<file path="src/rtl/cbs_pkg.sv">
package cbs_pkg;
  localparam int XLEN    = 64;
  localparam int CR_W    = 32;
  localparam int INSTR_W = 32;
  localparam int REG_IDX_W = 5;
  localparam int XO_W    = 10;

  localparam logic [5:0]      PRIM_OP    = 6'd31;
  localparam logic [XO_W-1:0] XO_BIT     = 10'd384;
  localparam logic [XO_W-1:0] XO_BIT_REV = 10'd416;
  localparam logic [XO_W-1:0] XO_MSK     = 10'd448;
  localparam logic [XO_W-1:0] XO_MSK_REV = 10'd480;

  typedef struct packed {
    logic doWrite;
    logic flagIllegal;
    logic invert;
    logic wide;
  } setStrobe_t;
endpackage

</file>
<file path="src/rtl/cbs_control.sv">
module cbs_control
  import cbs_pkg::*;
(
  input  logic                 inValid,
  input  logic [INSTR_W-1:0]   instrWord,
  output setStrobe_t           strb,
  output logic [REG_IDX_W-1:0] rtSel,
  output logic [4:0]           biSel
);
  logic [5:0]      primOp;
  logic [XO_W-1:0] extOp;
  logic            primHit;
  logic            known;
  logic            inv;
  logic            wid;

  assign primOp = instrWord[31:26];
  assign extOp  = instrWord[10:1];
  assign rtSel  = instrWord[25:21];
  assign biSel  = instrWord[20:16];
  assign primHit = (primOp == PRIM_OP);

  always_comb begin
    known = 1'b1;
    inv   = 1'b0;
    wid   = 1'b0;
    unique case (extOp)
      XO_BIT:     begin inv = 1'b0; wid = 1'b0; end
      XO_BIT_REV: begin inv = 1'b1; wid = 1'b0; end
      XO_MSK:     begin inv = 1'b0; wid = 1'b1; end
      XO_MSK_REV: begin inv = 1'b1; wid = 1'b1; end
      default:    known = 1'b0;
    endcase
  end

  always_comb begin
    strb.doWrite     = inValid && primHit && known;
    strb.flagIllegal = inValid && !(primHit && known);
    strb.invert      = inv;
    strb.wide        = wid;
  end
endmodule

</file>
<file path="src/rtl/cbs_datapath.sv">
module cbs_datapath
  import cbs_pkg::*;
#(
  parameter int OUT_REG = 1
)(
  input  logic                 clk,
  input  logic                 rstN,
  input  setStrobe_t           strb,
  input  logic [CR_W-1:0]      condReg,
  input  logic [4:0]           biSel,
  input  logic [REG_IDX_W-1:0] rtSel,
  output logic [XLEN-1:0]      resValue,
  output logic [REG_IDX_W-1:0] resDest,
  output logic                 resWe,
  output logic                 resIllegal
);
  localparam int BIW = $clog2(CR_W);

  logic                 testBit;
  logic                 outBit;
  logic [XLEN-1:0]      nextValue;
  logic [REG_IDX_W-1:0] nextDest;
  logic [BIW-1:0]       crIdx;

  // selector counts from the most significant end
  assign crIdx   = BIW'(CR_W - 1) - biSel[BIW-1:0];
  assign testBit = condReg[crIdx];
  assign outBit  = testBit ^ strb.invert;

  always_comb begin
    if (!strb.doWrite)
      nextValue = '0;
    else if (strb.wide)
      nextValue = {XLEN{outBit}};
    else
      nextValue = {{(XLEN-1){1'b0}}, outBit};
    nextDest = strb.doWrite ? rtSel : '0;
  end

  generate
    if (OUT_REG != 0) begin : g_reg
      always_ff @(posedge clk) begin
        if (!rstN) begin
          resValue   <= '0;
          resDest    <= '0;
          resWe      <= 1'b0;
          resIllegal <= 1'b0;
        end else begin
          resValue   <= nextValue;
          resDest    <= nextDest;
          resWe      <= strb.doWrite;
          resIllegal <= strb.flagIllegal;
        end
      end
    end else begin : g_comb
      assign resValue   = nextValue;
      assign resDest    = nextDest;
      assign resWe      = strb.doWrite;
      assign resIllegal = strb.flagIllegal;
    end
  endgenerate
endmodule

</file>
<file path="src/rtl/cond_bit_setter.sv">
module cond_bit_setter
  import cbs_pkg::*;
#(
  parameter int OUT_REG = 1
)(
  input  logic        clk,
  input  logic        rstN,
  input  logic        inValid,
  input  logic [31:0] instrWord,
  input  logic [31:0] condReg,
  output logic [63:0] resValue,
  output logic [4:0]  resDest,
  output logic        resWe,
  output logic        resIllegal
);
  setStrobe_t           strb;
  logic [REG_IDX_W-1:0] rtSel;
  logic [4:0]           biSel;

  cbs_control u_ctrl (
    .inValid   (inValid),
    .instrWord (instrWord),
    .strb      (strb),
    .rtSel     (rtSel),
    .biSel     (biSel)
  );

  cbs_datapath #(.OUT_REG(OUT_REG)) u_dp (
    .clk        (clk),
    .rstN       (rstN),
    .strb       (strb),
    .condReg    (condReg),
    .biSel      (biSel),
    .rtSel      (rtSel),
    .resValue   (resValue),
    .resDest    (resDest),
    .resWe      (resWe),
    .resIllegal (resIllegal)
  );
endmodule

</file>
<file path="config.mk">
export PLATFORM = sky130hd
export DESIGN_NAME = cond_bit_setter
export DESIGN_NICKNAME = d
export VERILOG_FILES = /design/src/rtl/cbs_pkg.sv /design/src/rtl/cbs_control.sv /design/src/rtl/cbs_datapath.sv /design/src/rtl/cond_bit_setter.sv
export SDC_FILE = /design/constraint.sdc
export NUM_CORES = 1
export LEC_CHECK = 0
export ABC_CLOCK_PERIOD_IN_PS = 1900
export CORE_MARGIN = 2
export CORE_UTILIZATION = 26
export CTS_CLUSTER_DIAMETER = 40
export DETAILED_ROUTE_END_ITERATION = 10
export PLACE_DENSITY = 0.8
export SETUP_SLACK_MARGIN = 0.1
export SLEW_MARGIN = 20
export SYNTH_ARGS = -nofsm -noshare
export SYNTH_HDL_FRONTEND = slang
export SYNTH_SLANG_ARGS = --single-unit
</file>
<file path="constraint.sdc">
create_clock -name clk -period 1.9 [get_ports clk]
set_input_delay 0.19 -clock clk [delete_from_list [all_inputs] [get_ports clk]]
set_output_delay 0.19 -clock clk [all_outputs]
set_load 0.01 [all_outputs]
</file>
==> flow_metrics.py <==
metrics = {
    "routing": {
        "avgRoutedWirePerCell_um": 10.3,
        "drc": 0,
        "drt_wl_total_mm": 2.69,
        "detailedRoute.firstPassIterationCount": 4,
        "via_count": 1067,
        "drtIter0Drc": 9,
        "final_antenna_net_count": 0,
        "via_per_inst": 4.09,
    },
    "setup_path": {
        "worst-endpoint-required_ns": 2.01,
        "cp-end-kind": "flop",
        "timing.critical_path.from": "instrWord[17]",
        "critical_path_class": "input pin to flop",
        "worstPathMaxFanout": 10,
        "worst_ep_arrival_time_ns": 1.84,
        "start_kind": "input pin",
    },
    "grt": {
        "pin_count_of_the_biggest_net_entering_global_routing": 53,
        "initial_antenna_violation_count": 0,
        "grt_use_met2": 0.198,
        "grt_first_pass_wirelength_mm": 4.36,
        "met1_usage": 0.114,
        "first_global_vias": 992,
        "met3_routing_resource_usage_after_global_routing": 0.0363,
        "grt_overflow": 0,
        "grt_most_used_layer": "met2",
        "overall_global_routing_resource_usage": 0.106,
    },
    "clock_network": {
        "clkTransAtPathRegs_ns": 0.05,
        "cts.path.max_buffers": 2,
        "hold_bufs_inserted_after_cts": 0,
        "number_of_clock_buffers_inserted_by_tritoncts": 3,
        "ctsRootBufferMaster": "sky130_fd_sc_hd__clkbuf_8",
        "postCtsSetupBuffers": 0,
        "numClockSinks": 9,
        "cts_htree_levels": 1,
        "cts_tree": "done",
    },
    "timing": {
        "worst_slew_pin_slew_ns": 0.282,
        "report.final.hold_viol_count": 0,
        "final-max-slew-violation-count": 0,
        "fin_ws_ns": 0.176,
        "fmax_mhz": 580,
        "maxSlewHeadroom": 0.812,
        "min_period_ns": 1.72,
        "rsz_0062_raised_after_global_routing": "false",
        "timing.final.crit_share": 0.907,
        "final-setup-viol-count": 0,
        "setup-tns-final_ns": 0,
        "fin_worst_hold_slack_ns": 0.507,
    },
    "synth": {
        "yosysSeqAreaShare": 0.160,
        "synth_cells": 133,
        "yosys_most_used_dff": "sky130_fd_sc_hd__dfxtp_1",
        "ys.warnings.count": 0,
        "synth_fp_nets": 200,
        "synth-edff-count": 0,
        "synth_async_reset_ratio": 0,
        "ys_types": 25,
        "mappedNetlistArea_um2": 1120,
        "ys_seq_elements": 9,
        "synth_area_per_cell_um2": 8.45,
    },
    "layout": {
        "fill_cell_total_of_the_finished_layout": 375,
        "final_layout_size_suffix_gt1_frac": 0.0948,
        "register_area_um2": 181,
        "nets": 279,
        "final_cell_area_um2": 2160,
        "final_core_util": 0.528,
        "most-common-layout-cells": "131 x sky130_fd_sc_hd__clkdlybuf4s50_1, 16 x sky130_fd_sc_hd__mux2i_1, 8 x sky130_fd_sc_hd__dfxtp_1",
        "area_delta_synth_final_pct": 92.2,
        "antennaDiodeCount": 0,
        "layout_commonest_cell": "sky130_fd_sc_hd__clkdlybuf4s50_1",
        "combined_area_of_the_multi_input_logic_cells_um2": 465,
    },
    "die": {
        "effective_utilization_at_floorplan": 0.275,
        "placementRows": 23,
        "fp.dieArea_um2": 4860,
        "die_width_um": 69.7,
        "num_io_pins": 138,
        "dieHeight_um": 69.7,
        "core_area_um2": 4090,
    },
    "hold_path": {
        "worstHoldStart": "rstN",
        "min_delay_worst_endpoint": "u_dp.resIllegal$_SDFF_PN0_",
        "hold-path-cell-count": 3,
        "holdCritPathClass": "input pin to flop",
    },
    "place": {
        "detailed_place.area_um2": 2090,
        "dp_worst_setup_slack_ns": -0.0935,
        "detailed_place_hpwl_mm": 2.37,
        "gp_congestion": 0.753,
        "io_buffers": 131,
    },
    "run_status": {
        "outcome": "finished clean",
    },
    "flow_run": {
        "max_cap_viol": 0,
    },
    "power_and_ir_drop": {
        "power_density_nw_per_um2": 290,
        "power.ir.vdd_worst_uv": 266,
        "cellLeakagePower_nw": 0.832,
    },
}
-- final cells by class --
cell class | instances | share of cell area
clock buffers | 4 | 0.0209
inverters | 1 | 0.00174
multi-input cells | 59 | 0.216
flip-flops and latches | 9 | 0.0840
well taps | 50 | 0.0290
repair buffers | 138 | 0.649
-- through the flow --
step	instances	power (W)
after CTS	261	0.000629
final	261	0.000626
after detailed placement	257	0.000406
after global routing	261	0.000664
after floorplan	133	0.000262
after global placement	257	0.000404
-- synth_stat cells (2+ instances only) --
master | n | area [µm²]
sky130_fd_sc_hd__and2_2 | 5 | 37.5
sky130_fd_sc_hd__buf_4 | 62 | 465
sky130_fd_sc_hd__and3_1 | 2 | 12.5
sky130_fd_sc_hd__nor2_1 | 3 | 11.3
sky130_fd_sc_hd__a21oi_1 | 5 | 25.0
sky130_fd_sc_hd__a31oi_2 | 2 | 25.0
sky130_fd_sc_hd__nand3_1 | 2 | 10.0
sky130_fd_sc_hd__dfxtp_1 | 9 | 180
sky130_fd_sc_hd__mux2i_1 | 16 | 160
sky130_fd_sc_hd__nand2b_1 | 2 | 12.5
sky130_fd_sc_hd__nand2_1 | 7 | 26.3
sky130_fd_sc_hd__nor2b_1 | 2 | 12.5
sky130_fd_sc_hd__a22oi_1 | 4 | 30.0
-- kinds of logic (layout without fill, tap and decap cells) --
kind of cell / count (synthesis) / in the layout / synth area share
AOI/OAI and AO/OA: 12 / 12 / 0.0779
DFF: 9 / 9 / 0.160
and+or+nand+nor: 31 / 31 / 0.174
buffers and inverters: 65 / 143 / 0.445
muxes: 16 / 16 / 0.143
-- power breakdown --
part / switching (W) / internal, W / total, W
combinational: 0.0000603 / 0.000157 / 0.000218
sequential: 0.000000244 / 0.000191 / 0.000191
clock: 0.0000712 / 0.000146 / 0.000217
-- worst max path at each step --
stage / end / depth (start not counted)
finish: u_dp.resValue[1]$_SDFF_PN0_ / 8
global placement: u_dp.resValue[1]$_SDFF_PN0_ / 8
floorplan: u_dp.resValue[1]$_SDFF_PN0_ / 5
detailed placement: u_dp.resValue[1]$_SDFF_PN0_ / 8
CTS: u_dp.resValue[1]$_SDFF_PN0_ / 8
global route: u_dp.resValue[1]$_SDFF_PN0_ / 8
-- sequential cells by signal, indices dropped and copies added, names as in the netlist --
signal,flops
u_dp.resDest,5
u_dp.resValue,2
u_dp.resIllegal,1
u_dp.resWe,1
-- per-layer routing --
| metal | vias up | wire, µm |
|---|---|---|
| li1 | 542 | - |
| met1 | 429 | 920 |
| met2 | 94 | 1360 |
| met3 | 2 | 381 |
| met4 | 0 | 22 |
| met5 | - | 0 |
-- what timing repair did --
item                                    4_1_cts  5_1_grt
gates resized for setup                       0        3
endpoints found under the setup margin        0        2
endpoints found under the hold margin         0        0
-- critical path, stage by stage --
cell	delay (ns)
sky130_fd_sc_hd__clkdlybuf4s50_1	0.44
sky130_fd_sc_hd__buf_12	0.16
sky130_fd_sc_hd__buf_12	0.13
sky130_fd_sc_hd__mux2i_1	0.13
sky130_fd_sc_hd__a211oi_2	0.30
sky130_fd_sc_hd__a31oi_4	0.13
sky130_fd_sc_hd__a21oi_1	0.15
sky130_fd_sc_hd__and4b_1	0.19
Note: power is estimated with default switching activity, not from simulation.
